### src/rtl/eth_ind_pkg.sv
package eth_ind_pkg;

  typedef enum logic [1:0] {
    PM_IN   = 2'b00,
    PM_PP   = 2'b01,
    PM_OD   = 2'b10,
    PM_IN_B = 2'b11
  } pin_mode_e;

  typedef enum logic [1:0] {
    LA_IDLE = 2'b00,
    LA_ON   = 2'b01,
    LA_OFF  = 2'b10,
    LA_HOLD = 2'b11
  } la_state_e;

  // Returns {oe, do} for a pin in GPIO mode.
  function automatic logic [1:0] gpio_drive(input logic [1:0] mode, input logic val);
    logic [1:0] r;
    case (pin_mode_e'(mode))
      PM_PP:   r = {1'b1, val};
      PM_OD:   r = {~val, 1'b0};
      default: r = 2'b00;
    endcase
    return r;
  endfunction

  // Speed lamp dark only for a confirmed 10 Mb/s link.
  function automatic logic speed_lamp(input logic link, input logic spd,
                                      input logic aneg, input logic cable);
    return !(link && cable && !spd && !aneg);
  endfunction

  function automatic logic duplex_lamp(input logic link, input logic fd);
    return link && fd;
  endfunction

endpackage

### src/rtl/eth_ind_sync.sv
module eth_ind_sync #(
  parameter int WIDTH  = 3,
  parameter int STAGES = 2
) (
  input  logic             clk,
  input  logic             rst_n,
  input  logic [WIDTH-1:0] d,
  output logic [WIDTH-1:0] q
);
  logic [WIDTH-1:0] stg [STAGES];

  always_ff @(posedge clk or negedge rst_n) begin
    if (!rst_n) stg[0] <= '0;
    else        stg[0] <= d;
  end

  for (genvar s = 1; s < STAGES; s++) begin : g_stage
    always_ff @(posedge clk or negedge rst_n) begin
      if (!rst_n) stg[s] <= '0;
      else        stg[s] <= stg[s-1];
    end
  end

  assign q = stg[STAGES-1];
endmodule

### src/rtl/eth_ind_linkact.sv
module eth_ind_linkact
  import eth_ind_pkg::*;
#(
  parameter int PULSE_TICKS = 80,
  parameter int CNT_W       = 7
) (
  input  logic clk,
  input  logic rst_n,
  input  logic link_up,
  input  logic act_in,
  input  logic tick,
  output logic lit,
  output logic off,
  output logic pend
);
  la_state_e        state_q, state_n;
  logic [CNT_W-1:0] cnt_q, cnt_n;
  logic             pend_q, pend_n;
  logic             cnt_done;
  logic             timing;

  assign timing   = (state_q == LA_OFF) || (state_q == LA_HOLD);
  assign cnt_done = tick && (cnt_q == CNT_W'(PULSE_TICKS - 1));

  always_comb begin
    state_n = state_q;
    if (!link_up) begin
      state_n = LA_IDLE;
    end else begin
      case (state_q)
        LA_IDLE: state_n = LA_ON;
        LA_ON:   if (act_in) state_n = LA_OFF;
        LA_OFF:  if (cnt_done) state_n = LA_HOLD;
        LA_HOLD: if (cnt_done) state_n = (pend_q || act_in) ? LA_OFF : LA_ON;
        default: state_n = LA_IDLE;
      endcase
    end
  end

  always_comb begin
    pend_n = pend_q;
    if (!link_up)                              pend_n = 1'b0;
    else if ((state_q == LA_HOLD) && cnt_done) pend_n = 1'b0;
    else if (timing && act_in)                 pend_n = 1'b1;
  end

  always_comb begin
    cnt_n = cnt_q;
    if (state_n != state_q)  cnt_n = '0;
    else if (timing && tick) cnt_n = cnt_q + 1'b1;
  end

  always_ff @(posedge clk or negedge rst_n) begin
    if (!rst_n) begin
      state_q <= LA_IDLE;
      cnt_q   <= '0;
      pend_q  <= 1'b0;
    end else begin
      state_q <= state_n;
      cnt_q   <= cnt_n;
      pend_q  <= pend_n;
    end
  end

  assign lit  = (state_q == LA_ON) || (state_q == LA_HOLD);
  assign off  = (state_q == LA_OFF);
  assign pend = pend_q;
endmodule

### src/rtl/eth_ind_pad.sv
module eth_ind_pad
  import eth_ind_pkg::*;
#(
  parameter bit LED_CAPABLE = 1'b1
) (
  input  logic       led_en,
  input  logic       led_lit,
  input  logic [1:0] mode,
  input  logic       gout,
  output logic       oe,
  output logic       dout
);
  logic [1:0] gp;
  assign gp = gpio_drive(mode, gout);

  if (LED_CAPABLE) begin : g_led
    always_comb begin
      if (led_en) begin
        oe   = led_lit;
        dout = 1'b0;
      end else begin
        oe   = gp[1];
        dout = gp[0];
      end
    end
  end else begin : g_plain
    assign oe   = gp[1];
    assign dout = gp[0];
  end
endmodule

### src/rtl/eth_ind_gpio.sv
module eth_ind_gpio
  import eth_ind_pkg::*;
#(
  parameter int NUM_PINS    = 3,
  parameter int PULSE_TICKS = 80,
  parameter int SYNC_STAGES = 2
) (
  input  logic                  clk,
  input  logic                  rst_n,
  input  logic                  led_en,
  input  logic [2*NUM_PINS-1:0] cfg_mode,
  input  logic [NUM_PINS-1:0]   gpio_out,
  input  logic [NUM_PINS-1:0]   pad_in,
  output logic [NUM_PINS-1:0]   gpio_rd,
  output logic [NUM_PINS-1:0]   pad_oe,
  output logic [NUM_PINS-1:0]   pad_do,
  input  logic                  link_up,
  input  logic                  speed_100,
  input  logic                  aneg_busy,
  input  logic                  cable_in,
  input  logic                  full_dup,
  input  logic                  tx_act,
  input  logic                  rx_act,
  input  logic                  tick_1ms
);
  localparam int LED_PINS = 3;
  localparam int CNT_W    = $clog2(PULSE_TICKS + 1);

  logic          la_lit, la_off, la_pend;
  logic          act_any;
  logic [LED_PINS-1:0] lamp;

  assign act_any = tx_act | rx_act;

  eth_ind_linkact #(
    .PULSE_TICKS(PULSE_TICKS),
    .CNT_W      (CNT_W)
  ) u_linkact (
    .clk    (clk),
    .rst_n  (rst_n),
    .link_up(link_up),
    .act_in (act_any),
    .tick   (tick_1ms),
    .lit    (la_lit),
    .off    (la_off),
    .pend   (la_pend)
  );

  assign lamp[0] = speed_lamp(link_up, speed_100, aneg_busy, cable_in);
  assign lamp[1] = la_lit;
  assign lamp[2] = duplex_lamp(link_up, full_dup);

  for (genvar i = 0; i < NUM_PINS; i++) begin : g_pin
    if (i < LED_PINS) begin : g_ledpin
      eth_ind_pad #(.LED_CAPABLE(1'b1)) u_pad (
        .led_en (led_en),
        .led_lit(lamp[i]),
        .mode   (cfg_mode[2*i+1:2*i]),
        .gout   (gpio_out[i]),
        .oe     (pad_oe[i]),
        .dout   (pad_do[i])
      );
    end else begin : g_gppin
      eth_ind_pad #(.LED_CAPABLE(1'b0)) u_pad (
        .led_en (1'b0),
        .led_lit(1'b0),
        .mode   (cfg_mode[2*i+1:2*i]),
        .gout   (gpio_out[i]),
        .oe     (pad_oe[i]),
        .dout   (pad_do[i])
      );
    end
  end

  eth_ind_sync #(
    .WIDTH (NUM_PINS),
    .STAGES(SYNC_STAGES)
  ) u_sync (
    .clk  (clk),
    .rst_n(rst_n),
    .d    (pad_in),
    .q    (gpio_rd)
  );
endmodule

### config.mk
export PLATFORM = sky130hd
export DESIGN_NAME = eth_ind_gpio
export DESIGN_NICKNAME = d
export VERILOG_FILES = /design/src/rtl/eth_ind_pkg.sv /design/src/rtl/eth_ind_sync.sv /design/src/rtl/eth_ind_linkact.sv /design/src/rtl/eth_ind_pad.sv /design/src/rtl/eth_ind_gpio.sv
export SDC_FILE = /design/constraint.sdc
export NUM_CORES = 1
export LEC_CHECK = 0
export BUFFER_PORTS_ARGS = -buffer_cell sky130_fd_sc_hd__buf_4
export CORE_UTILIZATION = 40
export DETAILED_ROUTE_END_ITERATION = 12
export PLACE_DENSITY = 0.64
export REMOVE_ABC_BUFFERS = 1
export SLEW_MARGIN = 40
export SYNTH_ARGS = -nofsm -noshare
export SYNTH_HDL_FRONTEND = slang
export SYNTH_SLANG_ARGS = --single-unit
### constraint.sdc
create_clock -name clk -period 1.9 [get_ports clk]
set_input_delay 0.38 -clock clk [delete_from_list [all_inputs] [get_ports clk]]
set_output_delay 0.38 -clock clk [all_outputs]
set_load 0.05 [all_outputs]
==> metrics.csv, run 1 <==
metric,value,unit
clock transition at the registers of the reported paths,100,ps
antenna-violating nets left,0,
logic gate share of total power,24.4,%
initial antenna violation count,0,
Root Driver,clkbuf_4,
r2r endpoint,u_linkact.cnt_q[6],
I/O Buffers,31,
post_cts resized,0,
sw power,0.000237,W
setup bufs post-CTS,0,
GR Util All Layers,15.3,%
TritonCTS buffer count,3,
Clk pwr share,28.5,%
Pins Over Slew Limit,0,
hold path start,pad_in[1],
clk_skew,4.78,ps
Hold Crit Depth,1,
Worst Setup End Kind,primary output,
wire per inst,12.4,um
post-route non-filler standard cell count,157,
die width,52.2,um
drt pass-1 iters,4,
maximum buffer depth of the clock tree,2,
utilization after layout,54.1,%
f_max,600,MHz
Worst R2R Path Depth,3,
GR Overflow Total,0,
P per Cell Area,639,nW/um^2
cell count after placement,152,
RSZ-0062 raised after global routing,false,
DP Worst Slack,228,ps
final hold vios,0,
CTS tree,yes,
status,completed,
hold path endpoint,u_sync.stg[4],
sw frac,29.8,%
Initial Util,43.9,%
number of DRC markers in iteration 0,13,
most frequent cells in the layout,"buf_4, dfrtp_1, inv_1",
"Setup violations, final",0,
vias in the first global route,742,
Antenna Cells,0,
cells after synthesis,104,
Yosys reg bits,16,
DIE AREA,2730,sq um
period utilization,87.8,%
fraction of layout cells with a size suffix above 1,32.6,%
relative slew slack,65.5,%
largest net degree at the start of global routing,17,
Peak VDD IR,0.391,mV
first-pass GRT wire length,3060,um
P_int,0.000558,W
r2r setup slk,420,ps
fin worst setup slack,232,ps
syn_area_per_cell,9.70,sq um
Worst setup SP type,primary input,
GPL Wtd Cong,0.798,
Lkg Pwr,0.621,nW
Tmin final,1670,ps
Core Region,2300,sq um
Sequential Power Share,47.1,%
Vias/cell,5.17,
vias,812,
kind of critical path,primary input to primary output,
DRC viols,0,
worst r2r src,u_linkact.cnt_q[5],
worst path required time,1520,ps
Die Y,52.2,um
most common library cell in the layout ignoring fill and taps,buf_4,
area delta synth->final,23.2,%
Boundary Pins,32,
Synth cell types,33,
WL final,1950,um
Worst EP arrival,1290,ps
Final nets,160,
worst slew pin tran,516,ps
clock latency on the worst-skew pair,290,ps
Synthesis Warnings,0,
register area share after synthesis,39.7,%
hold_ws,190,ps
H-tree levels,1,
Hold WC Path Type,primary input to register,
max_cap viols,0,
CP max FO,2,
Post-DP HPWL,1540,um
clock sinks,16,
FP Rows,17,
Post-Syn Area,1010,sq um
## layer usage
metal,wire length [um],part of all wire [%],vias up,global-route usage [%]
li1,-,-,409,-
met1,858,44,389,17.9
met2,1010,52,14,27.8
met3,77,4.0,0,5.22
met4,0,0,0,1.32
met5,0,0,-,0
## state kept, by name (all words and copies together) (netlist names)
signal             flops
u_linkact.cnt_q        7
u_sync.q               3
u_sync.stg             3
u_linkact.state_q      2
u_linkact.pend         1
## kinds of logic after synthesis
logic type	share of synthesized area (%)
buf+inv	12.4
fa+ha+maj	8.68
compound gates	20.5
simple gates	16.0
xor+xnor	1.74
flops	39.7
mux	0.993
## layout make-up
cell class	count	area [sq um]
multi-input combinational	66	483
clock buffer	4	36.3
sequential	16	400
timing repair buffer	33	250
fill	221	1050
tap	28	35.0
inverter	10	37.5
## power groups by stage
stage               Sequential [W]  Combinational, W  Clock, W
floorplan                 0.000393         0.0000927         0
global placement          0.000381          0.000190         0
detailed placement        0.000381          0.000194         0
CTS                       0.000374          0.000196  0.000229
global route              0.000377          0.000211  0.000244
finish                    0.000374          0.000194  0.000226
## how the worst max path moves through the flow
| stage | start | to | slack, ps |
|---|---|---|---|
| after floorplan | cfg_mode[0] | pad_oe[0] | -380 |
| after global placement | cfg_mode[0] | pad_oe[0] | 280 |
| after detailed placement | cfg_mode[0] | pad_oe[0] | 230 |
| after CTS | cfg_mode[0] | pad_oe[0] | 230 |
| after global routing | cfg_mode[4] | pad_oe[2] | 210 |
| final | cfg_mode[0] | pad_oe[0] | 230 |
## critical path, cell delays in order
cell	delay [ps]
buf_4	90
inv_1	40
ha_1	280
o31ai_1	260
buf_4	240
## synth_stat cells
| cell type | count | share of area (%) |
|---|---|---|
| ha_1 | 7 | 8.7 |
| inv_1 | 10 | 3.7 |
| xor2_1 | 2 | 1.7 |
| a31oi_1 | 2 | 1.2 |
| buf_4 | 9 | 6.7 |
| o311a_1 | 1 | 0.99 |
| nand4_1 | 1 | 0.62 |
| dfrtp_1 | 16 | 40 |
| a211oi_2 | 1 | 1.2 |
| o21ai_0 | 5 | 2.5 |
| clkbuf_1 | 1 | 0.37 |
| nand2_1 | 8 | 3.0 |
| nor4bb_1 | 1 | 0.99 |
| nand3_2 | 1 | 0.99 |
| nor2_1 | 5 | 1.9 |
| o31ai_1 | 5 | 3.7 |
| o21bai_1 | 1 | 0.74 |
| or4_1 | 1 | 0.74 |
| clkbuf_2 | 1 | 0.50 |
| o311ai_4 | 1 | 2.6 |
| nor4_1 | 1 | 0.62 |
| nand4b_2 | 1 | 1.5 |
| mux2i_1 | 1 | 0.99 |
| o21a_1 | 2 | 1.5 |
| or3_1 | 2 | 1.2 |
| buf_6 | 1 | 1.1 |
| or3_2 | 1 | 0.74 |
| nor3_1 | 1 | 0.50 |
| nand2b_1 | 1 | 0.62 |
| nand3_1 | 3 | 1.5 |
| a21oi_1 | 6 | 3.0 |
| nand2_4 | 1 | 1.1 |
| a22oi_1 | 4 | 3.0 |
## stage by stage
step | power (W) | setup TNS [ps] | instance area (sq um)
after floorplan | 0.000485 | -1130 | 921
after global placement | 0.000571 | 0 | 1200
after detailed placement | 0.000575 | 0 | 1200
after CTS | 0.000799 | 0 | 1240
after global routing | 0.000832 | 0 | 1240
final | 0.000794 | 0 | 1240
## what timing repair did
action                                  CTS  global route
endpoints found under the setup margin    0             0
endpoints found under the hold margin    16             0
hold buffers                              1             0
No activity file was read; power rests on OpenSTA's default activity.
==> run 2: changes to the inputs <==
--- a/config.mk
+++ b/config.mk
@@ -5,10 +5,11 @@
 export SDC_FILE = /design/constraint.sdc
 export NUM_CORES = 1
 export LEC_CHECK = 0
-export BUFFER_PORTS_ARGS = -buffer_cell sky130_fd_sc_hd__buf_4
-export CORE_UTILIZATION = 40
+export BUFFER_PORTS_ARGS = -buffer_cell sky130_fd_sc_hd__buf_2
+export CORE_ASPECT_RATIO = 1.2
+export CORE_UTILIZATION = 49
 export DETAILED_ROUTE_END_ITERATION = 12
-export PLACE_DENSITY = 0.64
+export PLACE_DENSITY = 0.76
 export REMOVE_ABC_BUFFERS = 1
 export SLEW_MARGIN = 40
 export SYNTH_ARGS = -nofsm -noshare
==> run 2 against run 1 <==
Effect of this change:
- the run now ends with design-rule violations left
- core utilization rose by 6.5 points
- total power is 3.4% lower
- final cell count is 6.4% lower
- fmax shrank 2.1%
- non-clock buffer count decreased by 1
- critical path type unchanged
- largest power group unchanged
==> metrics.csv, run 2 (synthesis gave the netlist of run 1 again) <==
metric,value,unit,change
most common library cell in the layout ignoring fill and taps,buf_2,,was buf_4
Worst Setup End Kind,primary output,,unchanged
P per Cell Area,670,nW/um^2,was 639 nW/um^2
sw power,0.000233,W,was 0.000237 W
Antenna Cells,0,,unchanged
post_cts resized,0,,unchanged
clock sinks,16,,unchanged
number of DRC markers in iteration 0,25,,was 13
"most used cell, CP",buf_2,,was buf_4
status,"finished, violations left",,was completed
period utilization,89.7,%,was 87.8%
worst path required time,1520,ps,about the same
sw frac,30.3,%,was 29.8%
Die Y,51.7,um,was 52.2 um
Vias/cell,5.64,,was 5.17
r2r setup slk,350,ps,was 420 ps
Post-DP HPWL,1450,um,was 1540 um
Pins Over Slew Limit,0,,unchanged
WL final,1880,um,was 1950 um
initial antenna violation count,0,,unchanged
maximum buffer depth of the clock tree,2,,unchanged
Peak VDD IR,0.676,mV,was 0.391 mV
"CP delay by family, top",buffers and inverters,,unchanged
max_cap viols,0,,unchanged
I/O Buffers,31,,unchanged
Critical Path Max Stage Delay,300,ps,was 280 ps
most frequent cells in the layout,"buf_2, dfrtp_1, inv_1",,"was buf_4, dfrtp_1, inv_1"
GR Util All Layers,19.3,%,was 15.3%
CP Buf/Inv Count,3,,unchanged
CP max FO,2,,unchanged
Total Power,0.000767,W,was 0.000794 W
clock transition at the registers of the reported paths,90,ps,was 100 ps
setup bufs post-CTS,0,,unchanged
vias in the first global route,768,,was 742
final hold vios,0,,unchanged
Finished Cell Area,1150,sq um,was 1240 sq um
Clk pwr share,29.2,%,was 28.5%
utilization after layout,60.5,%,was 54.1%
Worst EP arrival,1320,ps,was 1290 ps
drt pass-1 iters,8,,was 4
worst slew pin tran,567,ps,was 516 ps
sequential cell area,400,sq um,unchanged
r2r endpoint,u_linkact.cnt_q[4],,was u_linkact.cnt_q[6]
Root Driver,clkbuf_4,,unchanged
CTS tree,yes,,unchanged
area occupied by multi-input gates,483,sq um,unchanged
die width,43.4,um,was 52.2 um
GR Overflow Total,0,,unchanged
Placed Area,1100,sq um,was 1200 sq um
f_max,587,MHz,was 600 MHz
vias,829,,was 812
max FFs per register,7,,unchanged
crit path to,pad_oe[0],,unchanged
Initial Util,53.3,%,was 43.9%
crit path max-delay cell type,buf_2,,was ha_1
Hold Crit Depth,1,,unchanged
DRC viols,7,,was 0
Sequential Power Share,49.3,%,was 47.1%
wire per inst,12.8,um,was 12.4 um
antenna-violating nets left,0,,unchanged
first-pass GRT wire length,3110,um,was 3060 um
logic gate share of total power,21.5,%,was 24.4%
worst r2r src,u_linkact.state_q[1],,was u_linkact.cnt_q[5]
Setup crit start,cfg_mode[0],,unchanged
Tmin final,1700,ps,was 1670 ps
DIE AREA,2240,sq um,was 2730 sq um
area delta synth->final,13.6,%,was 23.2%
clk_skew,3.88,ps,was 4.78 ps
Boundary Pins,32,,unchanged
H-tree levels,1,,unchanged
relative slew slack,62.1,%,was 65.5%
"Setup violations, final",0,,unchanged
kind of critical path,primary input to primary output,,unchanged
RSZ-0062 raised after global routing,false,,unchanged
TritonCTS buffer count,3,,unchanged
Lkg Pwr,0.592,nW,was 0.621 nW
failing checks,design-rule violations,,
clock latency on the worst-skew pair,290,ps,about the same
FP Rows,17,,unchanged
Worst setup SP type,primary input,,unchanged
CP Cell Sequence,buf_2 > inv_1 > ha_1 > o31ai_1 > buf_2,,was buf_4 > inv_1 > ha_1 > o31ai_1 > buf_4
fraction of layout cells with a size suffix above 1,32.0,%,was 32.6%
CP Depth,5,,unchanged
Final nets,159,,was 160
Hold WC Path Type,primary input to register,,unchanged
P_int,0.000535,W,was 0.000558 W
GPL Wtd Cong,0.692,,was 0.798
"Most flops, register",u_linkact.cnt_q,,unchanged
Worst R2R Path Depth,3,,unchanged
largest net degree at the start of global routing,17,,unchanged
layout filler cell count,160,,was 221
Core Region,1890,sq um,was 2300 sq um
==> run 2: cell count changes in the layout (fill, tap and decap cells not counted) <==
cell / previous run / this run
buf_2: 0 / 31
buf_4: 32 / 0
==> run 2: worst min path at each step <==
stage                         start            endpoint
after CTS                 pad_in[1]       u_sync.stg[4]
final                     pad_in[1]       u_sync.stg[4]
after floorplan               rst_n  u_linkact.cnt_q[0]
after global routing      pad_in[0]       u_sync.stg[3]
after global placement        rst_n  u_linkact.cnt_q[3]
after detailed placement      rst_n  u_linkact.cnt_q[2]
==> run 2: area by class of cell <==
cell class | count | share of cell area [%]
multi-input cells | 66 | 42.1
flip-flops and latches | 16 | 34.9
repair buffers | 32 | 14.4
inverters | 10 | 3.28
clock buffers | 4 | 3.17
well taps | 19 | 2.07
==> run 2: worst reg2reg max path, delay by kind of cell (launching register included) <==
family | cells | cell delay, ps
simple gates | 2 | 700
flops | 1 | 580
compound gates | 1 | 180
==> run 2: metrics by stage <==
stage | worst slack [ps] | cells | setup TNS, ps | hold slack, ps
after CTS | 193 | 147 | 0 | 192
final | 197 | 147 | 0 | 189
after detailed placement | 193 | 142 | 0 | 303
after global placement | 238 | 142 | 0 | 298
after floorplan | -380 | 92 | -1130 | 84.4
after global routing | 80.5 | 147 | 0 | 176
==> run 2: what timing repair did <==
| action | CTS | global route |
|---|---|---|
| endpoints found under the hold margin | 16 | 0 |
| setup endpoints to repair | 0 | 0 |
| hold buffers | 1 | 0 |
==> run 2: power groups by stage <==
stage	clock [W]	combinational [W]	sequential, W
floorplan	0	0.0000927	0.000393
global placement	0	0.000158	0.000384
detailed placement	0	0.000165	0.000385
CTS	0.000226	0.000167	0.000378
global route	0.000243	0.000183	0.000381
finish	0.000224	0.000165	0.000378
==> run 2: layer usage <==
layer | global-route usage, % | share of wire, % | up-vias
met5 | 0 | 0 | -
met4 | 10.9 | 2.2 | 0
met3 | 3.13 | 5.5 | 5
met2 | 35.4 | 53 | 27
met1 | 20.5 | 40 | 390
li1 | - | - | 407
